### src/rtl/irq_pkg.sv
package irq_pkg;
  // command word field positions
  localparam int CMD_RSEL     = 0;
  localparam int CMD_RSEL_EN  = 1;
  localparam int CMD_POLL     = 4;
  localparam int CMD_SMM_VAL  = 5;
  localparam int CMD_SMM_EN   = 6;
  localparam int CMD_EOI      = 7;

  typedef enum logic {
    RSEL_REQ = 1'b0,
    RSEL_SVC = 1'b1
  } rsel_e;
endpackage

### src/rtl/irq_prio_enc.sv
module irq_prio_enc #(
  parameter int N  = 8,
  localparam int LW = (N > 1) ? $clog2(N) : 1
) (
  input  logic [N-1:0]  vec,
  output logic          valid,
  output logic [LW-1:0] idx
);
  // lowest index wins
  always_comb begin
    valid = 1'b0;
    idx   = '0;
    for (int i = N - 1; i >= 0; i--) begin
      if (vec[i]) begin
        valid = 1'b1;
        idx   = LW'(i);
      end
    end
  end
endmodule

### src/rtl/irq_elig.sv
module irq_elig #(
  parameter int N = 8
) (
  input  logic [N-1:0] irr,
  input  logic [N-1:0] imr,
  input  logic [N-1:0] isr,
  input  logic         smm,
  output logic [N-1:0] elig
);
  logic [N-1:0] blk_prefix;

  for (genvar j = 0; j < N; j++) begin : g_lvl
    if (j == 0) begin : g_first
      assign blk_prefix[j] = isr[j];
    end else begin : g_rest
      assign blk_prefix[j] = blk_prefix[j-1] | isr[j];
    end
    assign elig[j] = irr[j] & ~imr[j] & (smm ? ~isr[j] : ~blk_prefix[j]);
  end
endmodule

### src/rtl/irq_cmd_dec.sv
module irq_cmd_dec
  import irq_pkg::*;
#(
  parameter int N  = 8,
  parameter int DW = 8
) (
  input  logic          clk,
  input  logic          srst_n,
  input  logic          wr_cmd,
  input  logic          wr_mask,
  input  logic [DW-1:0] wdata,
  input  logic          poll_take,
  output logic [N-1:0]  imr,
  output logic          smm,
  output logic          poll,
  output rsel_e         rsel,
  output logic          eoi
);
  logic [N-1:0] imr_q, imr_d;
  logic         smm_q, smm_d;
  logic         poll_q, poll_d;
  rsel_e        rsel_q, rsel_d;
  logic         unused_bits;

  assign unused_bits = ^wdata;

  always_comb begin
    imr_d  = imr_q;
    smm_d  = smm_q;
    poll_d = poll_q;
    rsel_d = rsel_q;
    if (wr_mask) imr_d = wdata[N-1:0];
    if (poll_take) poll_d = 1'b0;
    if (wr_cmd) begin
      if (wdata[CMD_SMM_EN]) smm_d = wdata[CMD_SMM_VAL];
      if (wdata[CMD_POLL]) poll_d = 1'b1;
      if (wdata[CMD_RSEL_EN]) rsel_d = rsel_e'(wdata[CMD_RSEL]);
    end
  end

  always_ff @(posedge clk or negedge srst_n) begin
    if (!srst_n) begin
      imr_q  <= '0;
      smm_q  <= 1'b0;
      poll_q <= 1'b0;
      rsel_q <= RSEL_REQ;
    end else begin
      imr_q  <= imr_d;
      smm_q  <= smm_d;
      poll_q <= poll_d;
      rsel_q <= rsel_d;
    end
  end

  assign imr  = imr_q;
  assign smm  = smm_q;
  assign poll = poll_q;
  assign rsel = rsel_q;
  assign eoi  = wr_cmd & wdata[CMD_EOI];

  // enable bit set loads the mode from the value bit
  a_r5_smm_load: assert property (@(posedge clk) disable iff (!srst_n)
    (wr_cmd && wdata[CMD_SMM_EN]) |=> (smm_q == $past(wdata[CMD_SMM_VAL])));

  // a poll read without a new poll command disarms
  a_r8_poll_disarm: assert property (@(posedge clk) disable iff (!srst_n)
    (poll_take && !(wr_cmd && wdata[CMD_POLL])) |=> !poll_q);
endmodule

### src/rtl/irq_resolver.sv
module irq_resolver
  import irq_pkg::*;
#(
  parameter int N  = 8,
  parameter int DW = 8
) (
  input  logic          clk,
  input  logic          rst_n,
  input  logic          cs,
  input  logic          wr,
  input  logic          rd,
  input  logic          addr,
  input  logic [DW-1:0] wdata,
  output logic [DW-1:0] rdata,
  input  logic [N-1:0]  irq_in,
  input  logic          ack,
  output logic          intr
);
  localparam int LW = (N > 1) ? $clog2(N) : 1;

  // reset: asserted asynchronously, released on the clock
  logic [1:0] rst_sync;
  logic       srst_n;

  always_ff @(posedge clk or negedge rst_n) begin
    if (!rst_n) rst_sync <= 2'b00;
    else        rst_sync <= {rst_sync[0], 1'b1};
  end
  assign srst_n = rst_sync[1];

  logic          wr_cmd, wr_mask, rd_stb, poll_take;
  logic [N-1:0]  imr, elig, eoi_src;
  logic          smm, poll, eoi;
  rsel_e         rsel;
  logic          win_valid, eoi_valid;
  logic [LW-1:0] win_idx, eoi_idx;
  logic [N-1:0]  irr_q, irr_d, isr_q, isr_d, set_vec, clr_vec;

  assign wr_cmd    = cs & wr & ~addr;
  assign wr_mask   = cs & wr & addr;
  assign rd_stb    = cs & rd;
  assign poll_take = rd_stb & poll;

  irq_cmd_dec #(.N(N), .DW(DW)) u_cmd (
    .clk       (clk),
    .srst_n    (srst_n),
    .wr_cmd    (wr_cmd),
    .wr_mask   (wr_mask),
    .wdata     (wdata),
    .poll_take (poll_take),
    .imr       (imr),
    .smm       (smm),
    .poll      (poll),
    .rsel      (rsel),
    .eoi       (eoi)
  );

  irq_elig #(.N(N)) u_elig (
    .irr  (irr_q),
    .imr  (imr),
    .isr  (isr_q),
    .smm  (smm),
    .elig (elig)
  );

  irq_prio_enc #(.N(N)) u_win (
    .vec   (elig),
    .valid (win_valid),
    .idx   (win_idx)
  );

  assign eoi_src = smm ? (isr_q & ~imr) : isr_q;

  irq_prio_enc #(.N(N)) u_eoi (
    .vec   (eoi_src),
    .valid (eoi_valid),
    .idx   (eoi_idx)
  );

  // next state
  always_comb begin
    set_vec = '0;
    clr_vec = '0;
    if ((ack | poll_take) & win_valid) set_vec[win_idx] = 1'b1;
    if (eoi & eoi_valid)               clr_vec[eoi_idx] = 1'b1;
    isr_d = (isr_q & ~clr_vec) | set_vec;
    irr_d = poll ? irr_q : irq_in;
  end

  always_ff @(posedge clk or negedge srst_n) begin
    if (!srst_n) begin
      irr_q <= '0;
      isr_q <= '0;
    end else begin
      irr_q <= irr_d;
      isr_q <= isr_d;
    end
  end

  // read path
  always_comb begin
    rdata = '0;
    if (rd_stb) begin
      if (poll) begin
        rdata[DW-1]   = win_valid;
        rdata[LW-1:0] = win_valid ? win_idx : '0;
      end else if (addr) begin
        rdata[N-1:0] = imr;
      end else if (rsel == RSEL_SVC) begin
        rdata[N-1:0] = isr_q;
      end else begin
        rdata[N-1:0] = irr_q;
      end
    end
  end

  assign intr = win_valid;

  // acknowledge sets the in-service bit of the winner
  a_r3_ack_sets: assert property (@(posedge clk) disable iff (!srst_n)
    (ack && win_valid) |=> isr_q[$past(win_idx)]);

  // request register held while a poll is armed
  a_r9_frozen: assert property (@(posedge clk) disable iff (!srst_n)
    poll |=> $stable(irr_q));

  // interrupt needs an unmasked request
  a_r2_unmasked: assert property (@(posedge clk) disable iff (!srst_n)
    intr |-> ((irr_q & ~imr) != '0));

  // end-of-interrupt removes exactly one in-service bit
  a_r10_eoi_one: assert property (@(posedge clk) disable iff (!srst_n)
    (eoi && !ack && !poll_take && (eoi_src != '0)) |=>
      ($countones(isr_q) == $countones($past(isr_q)) - 1));
endmodule

### config.mk
export PLATFORM = sky130hd
export DESIGN_NAME = irq_resolver
export DESIGN_NICKNAME = d
export VERILOG_FILES = /design/src/rtl/irq_pkg.sv /design/src/rtl/irq_prio_enc.sv /design/src/rtl/irq_elig.sv /design/src/rtl/irq_cmd_dec.sv /design/src/rtl/irq_resolver.sv
export SDC_FILE = /design/constraint.sdc
export NUM_CORES = 1
export LEC_CHECK = 0
export BUFFER_PORTS_ARGS = -buffer_cell sky130_fd_sc_hd__buf_2
export CORE_AREA = 2 2 68 57
export CTS_CLUSTER_DIAMETER = 80
export DETAILED_ROUTE_END_ITERATION = 8
export DIE_AREA = 0 0 70 59
export HOLD_SLACK_MARGIN = 0.15
export PLACE_DENSITY = 0.83
export SETUP_SLACK_MARGIN = 0.15
export SYNTH_ARGS = -nofsm -noshare
export SYNTH_HDL_FRONTEND = slang
export SYNTH_HIERARCHICAL = 1
export SYNTH_SLANG_ARGS = --single-unit
export TNS_END_PERCENT = 1
### constraint.sdc
create_clock -name clk -period 3.1 [get_ports clk]
set_input_delay 0.775 -clock clk [delete_from_list [all_inputs] [get_ports clk]]
set_output_delay 0.775 -clock clk [all_outputs]
set_load 0.1 [all_outputs]
==> flow_summary.ini, run 1 <==
[grt]
globalRouteTotalUtil_pct = 25.22
grt_max_degree = 28
grt_pass1_vias = 1607
overflow = 0
grt_first_pass_wirelength_um = 7817
antenna_found_initial = 0

[power_and_ir_drop]
leakagePower_nw = 1.100
vdd_ir_drop_max_uv = 863.6
p_total_mw = 2.213
powerDensity_nw_per_um2 = 892.4

[routing]
routed_wl_um = 5319
ant_nets = 0
drc = 0
vias_per_cell = 6.149
routedWlPerCell_um = 19.77
first_iter_violations = 158
num_vias = 1654
drtPass1Iterations = 4

[layout]
drive_gt1_share_pct = 48.46
fin_util_pct = 73.46
insertedDiodeCount = 0
fin_nets = 250
postLayoutCellArea_um2 = 2480
syn2layout_area_growth_pct = 35.75
final_cell_count_no_fill = 269

[logic_synthesis]
ys.warnings.count = 6
syn-num-nets = 196
synth_area_leaders = dfrtp_1 (40%), mux2_2 (9.9%), mux2_4 (8.2%)
synth_most_common_cell = dfrtp_1
yosys-top-cells-count = dfrtp_1 (29), o21ai_0 (18), mux2_2 (16), nor2_1 (13), nand2_1 (11)
synth_seq_area_share_pct = 39.73
synth_cell_types = 35
synth_top_area_share_pct = 39.73
synth_edf_count = 0
synthCells = 173
synth_flop_cell = dfrtp_1
synthesis.area_um2 = 1827
synth.largest_area_cell = dfrtp_1
ys_ff_latch = 29
synthArstFlopShare_pct = 100.0
syn_avg_cell_area_um2 = 10.56

[run_status]
status = complete, but fails checks
violations = negative setup slack

[cts]
cts_root_buf = clkbuf_8
cts_buffers = 5
htreeDepth = 2
clkSinkCount = 29
cts.path.max_buffers = 2
cts_tree = built
clk_pin_slew_worst_paths_ps = 60
clk_latency_ps = 280

[sta]
hold_viol = 0
period_share_pct = 107.0
worst_slack_ps = -217.7
period_needed_ps = 3318
skew_ps = 3.497
slew_viol_final = 0
max_freq_mhz = 301.4
setup_viol = 4
worst_pin_slew_ps = 1108
rsz0062_at_grt = true
max_slew_margin_pct = 26.13

[placed_design]
dpl.hpwl_um = 3604
gp_congestion = 0.8424
post_dp_cell_area_um2 = 2203
numPortBuffers = 31
pre_cts_ws_ps = 68.33
dp.cells = 253

[critical_path]
crit_arrival_ps = 2540
cp_max_fo = 4
path_class = reg -> out
crit_path_frequent_cell = a21oi_2
cp.required_ps = 2320
cpPeakStageDelay_ps = 460
crit_chain = nor4_4 -> a21oi_2 -> nor4b_4 -> buf_4 -> a21oi_2 -> o41ai_4 -> nand2_4 -> o21ai_4 -> buf_12
crit_slowest_cell = dfrtp_2
crit_path_end_kind = primary output
critPathLaunchType = flop

[floorplan]
core_area_um2 = 3376
pin_count = 32
die_h_um = 59
initial_core_util_pct = 54.11
die_w_um = 70
die_area_um2 = 4130
num_rows = 19

[hold_path]
worstHoldPathType = in -> async

[job]
cap_violations = 0
-- worst max-delay path: cells and delay by family, from the launching register on --
family	cells	cell delay, ps
buf+inv	2	350
flops	1	460
compound gates	4	700
simple gates	3	760
-- registers in the layout (all words and copies together) (netlist names) --
name        cells
rst_sync        2
u_cmd/rsel      1
isr_q           8
u_cmd/smm       1
u_cmd/imr       8
irr_q           8
u_cmd/poll      1
-- layout by cell type, fill, tap and decap left out, drive strengths merged, types with 5 or more instances in the layout --
cell / count
inv: 5
mux2i: 8
a21boi: 8
nor2: 13
nor4b: 7
mux2: 26
nor4: 5
dfrtp: 29
buf: 51
o21ai: 18
nor2b: 5
clkbuf: 7
nand2: 11
-- what timing repair did --
action / in CTS / in global routing
endpoints found under the setup margin: 5 / 5
setup buffers: 6 / 3
hold buffers: 0 / 0
gates resized for setup: 15 / 10
pin swaps: 6 / 7
-- cells by family (layout without fill, tap and decap cells) --
family                 count (synthesis)  in the layout  share of synthesized area, %
AO/OA/AOI/OAI                         43             43                         14.80
buffers and inverters                  9             63                         3.287
flip-flops                            29             29                         39.73
multiplexers                          34             34                         22.47
other                                  1              1                        0.2053
AND/OR/NAND/NOR                       57             57                         19.52
-- report_power, final --
part / total [mW] / switching (mW) / internal, mW
sequential: 0.692 / 0.196 / 0.496
combinational: 1.21 / 0.659 / 0.549
clock: 0.313 / 0.137 / 0.176
-- per-layer routing --
| layer | up-vias | part of all wire, % | track usage (%) |
|---|---|---|---|
| met3 | 25 | 7.3 | 7.653 |
| met5 | - | 0 | 0 |
| met1 | 797 | 41 | 31.74 |
| met2 | 88 | 48 | 40.95 |
| met4 | 0 | 3.7 | 10.99 |
| li1 | 744 | - | - |
-- worst paths after layout --
check / startpoint / slack [ps] / to / cells after the start
setup / recovery: isr_q[0] / -220 / rdata[0] / 9
hold / removal: rst_n / 260 / rst_sync[0] / 1
setup reg to reg: isr_q[0] / 540 / isr_q[1] / 8
hold reg to reg: rst_sync[0] / 350 / rst_sync[1] / 0
max in group asynchronous: rst_sync[1] / 1900 / isr_q[2] / 0
min in group clk: rst_sync[0] / 350 / rst_sync[1] / 0
-- final cells by class --
type / instances / area, um^2
timing repair buffer: 51 / 384.1
clock buffer: 7 / 86.33
tap: 42 / 52.55
inverter: 5 / 18.77
fill: 229 / 895.9
multi-input combinational: 135 / 1209
sequential: 29 / 729.5
-- per-stage QoR --
| step | hold WS, ps | setup TNS [ps] |
|---|---|---|
| 2_1_floorplan | 331.2 | -116.9 |
| 3_3_place_gp | 333.9 | 0 |
| 3_5_place_dp | 339.4 | 0 |
| 4_1_cts | 261.4 | -225.5 |
| 5_1_grt | 261.2 | -1254 |
| 6_report | 261.7 | -847.4 |
(Power assumes the default switching activity.)
==> run 2, diff against run 1 <==
Settings changed: PLACE_DENSITY 0.83 to 0.85.
==> run 2 against run 1 <==
  * The run still ends with negative setup slack left
  * Die area stayed put
  * Worst setup slack worse by 82 ps
  * Wire length is 4.9% higher
  * First-iteration DRC count is 19% higher
  * Cell area is 1.9% higher
  * Critical path depth is 1 higher
  * Clock skew is 8.4 ps higher
==> flow_summary.ini, run 2 (synthesized netlist as in run 1, its figures left out) <==
[floorplan]
pin_count = 32
core_area_um2 = 3376
die_h_um = 59
initial_core_util_pct = 54.11
num_rows = 19
die_w_um = 70
die_area_um2 = 4130

[sta]
period_share_pct = 109.7
rsz0062_at_grt = true
hold_viol = 0
skew_ps = 11.88
slew_viol_final = 0
period_needed_ps = 3399
tns_ps = -1162
max_slew_margin_pct = 25.39
worst_slack_ps = -299.4
hold_ws_ps = 257.4
max_freq_mhz = 294.2
setup_viol = 4
worst_pin_slew_ps = 1119

[critical_path]
cp.required_ps = 2320
critPathLaunchType = flop
cp_max_fo = 4
crit_path_end_kind = primary output
crit_arrival_ps = 2620
path_class = reg -> out

[cts]
clkSinkCount = 29
cts-hold-fix-buffers = 0
clk_latency_ps = 290
clk_pin_slew_worst_paths_ps = 70
cts_root_buf = clkbuf_8
htreeDepth = 2
cts.path.max_buffers = 2
cts_buffers = 5
cts_tree = built

[run_status]
violations = negative setup slack
status = complete, but fails checks

[job]
cap_violations = 0

[routing]
num_vias = 1690
ant_nets = 0
first_iter_violations = 188
routed_wl_um = 5581
drc = 0
vias_per_cell = 6.213
routedWlPerCell_um = 20.52
drtPass1Iterations = 5

[power_and_ir_drop]
vdd_ir_drop_max_uv = 625.5
powerDensity_nw_per_um2 = 901.6
leakagePower_nw = 1.127

[layout]
drive_gt1_share_pct = 50.00
syn2layout_area_growth_pct = 38.36
insertedDiodeCount = 0
layout_common_cells = buf_2 (26), dfrtp_1 (26), buf_4 (21)
fin_nets = 253

[placed_design]
gp_congestion = 0.9418
numPortBuffers = 31
dpl.hpwl_um = 3618

[grt]
globalRouteTotalUtil_pct = 25.30
antenna_found_initial = 0
grt_max_degree = 28
overflow = 0
grt_pass1_vias = 1580
grt_first_pass_wirelength_um = 7831

[hold_path]
worstHoldPathType = in -> async
==> run 2: cell types whose count changed in the layout (fill, tap and decap cells not counted) <==
cell and delta:
buf_12 +1, nor4b_1 -1, a21oi_4 +1, nor4b_4 -1, nor2b_1 -1, buf_4 +2
nor2b_4 +1, a21oi_2 -1, nor4b_2 +2
==> run 2: timing repair <==
| action | 4_1_cts | 5_1_grt |
|---|---|---|
| gates resized for setup | 12 | 12 |
| pin swaps | 8 | 9 |
| buffers inserted | 4 | 7 |
| setup endpoints to repair | 4 | 5 |
==> run 2: final timing paths <==
path                             startpoint          end  slack (ps)  depth (start not counted)
worst max-delay path               isr_q[1]     rdata[7]        -300                         10
worst min-delay path                  rst_n  rst_sync[0]         260                          1
worst max register to register     isr_q[1]     isr_q[1]         380                          9
worst min register to register  rst_sync[0]  rst_sync[1]         350                          0
max in group asynchronous       rst_sync[1]     isr_q[2]        1880                          0
min in group clk                rst_sync[0]  rst_sync[1]         350                          0
==> run 2: critical path: stages, from the launching register on <==
cell	delay (ps)
dfrtp_2	470
nor4_4	370
a21oi_2	120
nor4b_2	330
buf_4	210
buf_6	100
nor4_4	40
nand2_4	80
and4_4	280
o21bai_4	150
buf_12	190
==> run 2: power by group <==
group | leakage (nW) | switching, mW | total, mW | internal [mW]
logic | 0.745 | 0.685 | 1.27 | 0.583
clock network | 0.0443 | 0.142 | 0.317 | 0.176
registers | 0.338 | 0.197 | 0.693 | 0.496
total | 1.13 | 1.02 | 2.28 | 1.26
==> run 2: cell type report <==
cell class,count,area [um^2]
multi-input combinational,135,1221
fill,222,848.3
sequential,29,729.5
timing repair buffer,54,419.2
clock buffer,7,86.33
tap,42,52.55
inverter,5,18.77
==> run 2: layer usage <==
layer / track usage, % / wire length (um)
met2: 39.59 / 2569
met4: 8.516 / 172
met5: 0 / 0
met1: 35.24 / 2392
met3: 5.612 / 447
==> run 2: metrics by stage <==
| stage | instance area (um^2) | instances | total power [mW] | util, % | setup slack (ps) |
|---|---|---|---|---|---|
| 3_3_place_gp | 2226 | 254 | 1.671 | 65.94 | 158.8 |
| 5_1_grt | 2527 | 272 | 2.368 | 74.87 | -367.3 |
| 3_5_place_dp | 2226 | 254 | 1.696 | 65.94 | 124.6 |
| 4_1_cts | 2401 | 265 | 2.103 | 71.13 | -38.24 |
| 2_1_floorplan | 1894 | 173 | 1.358 | - | -29.21 |
| 6_report | 2527 | 272 | 2.279 | 74.87 | -299.4 |
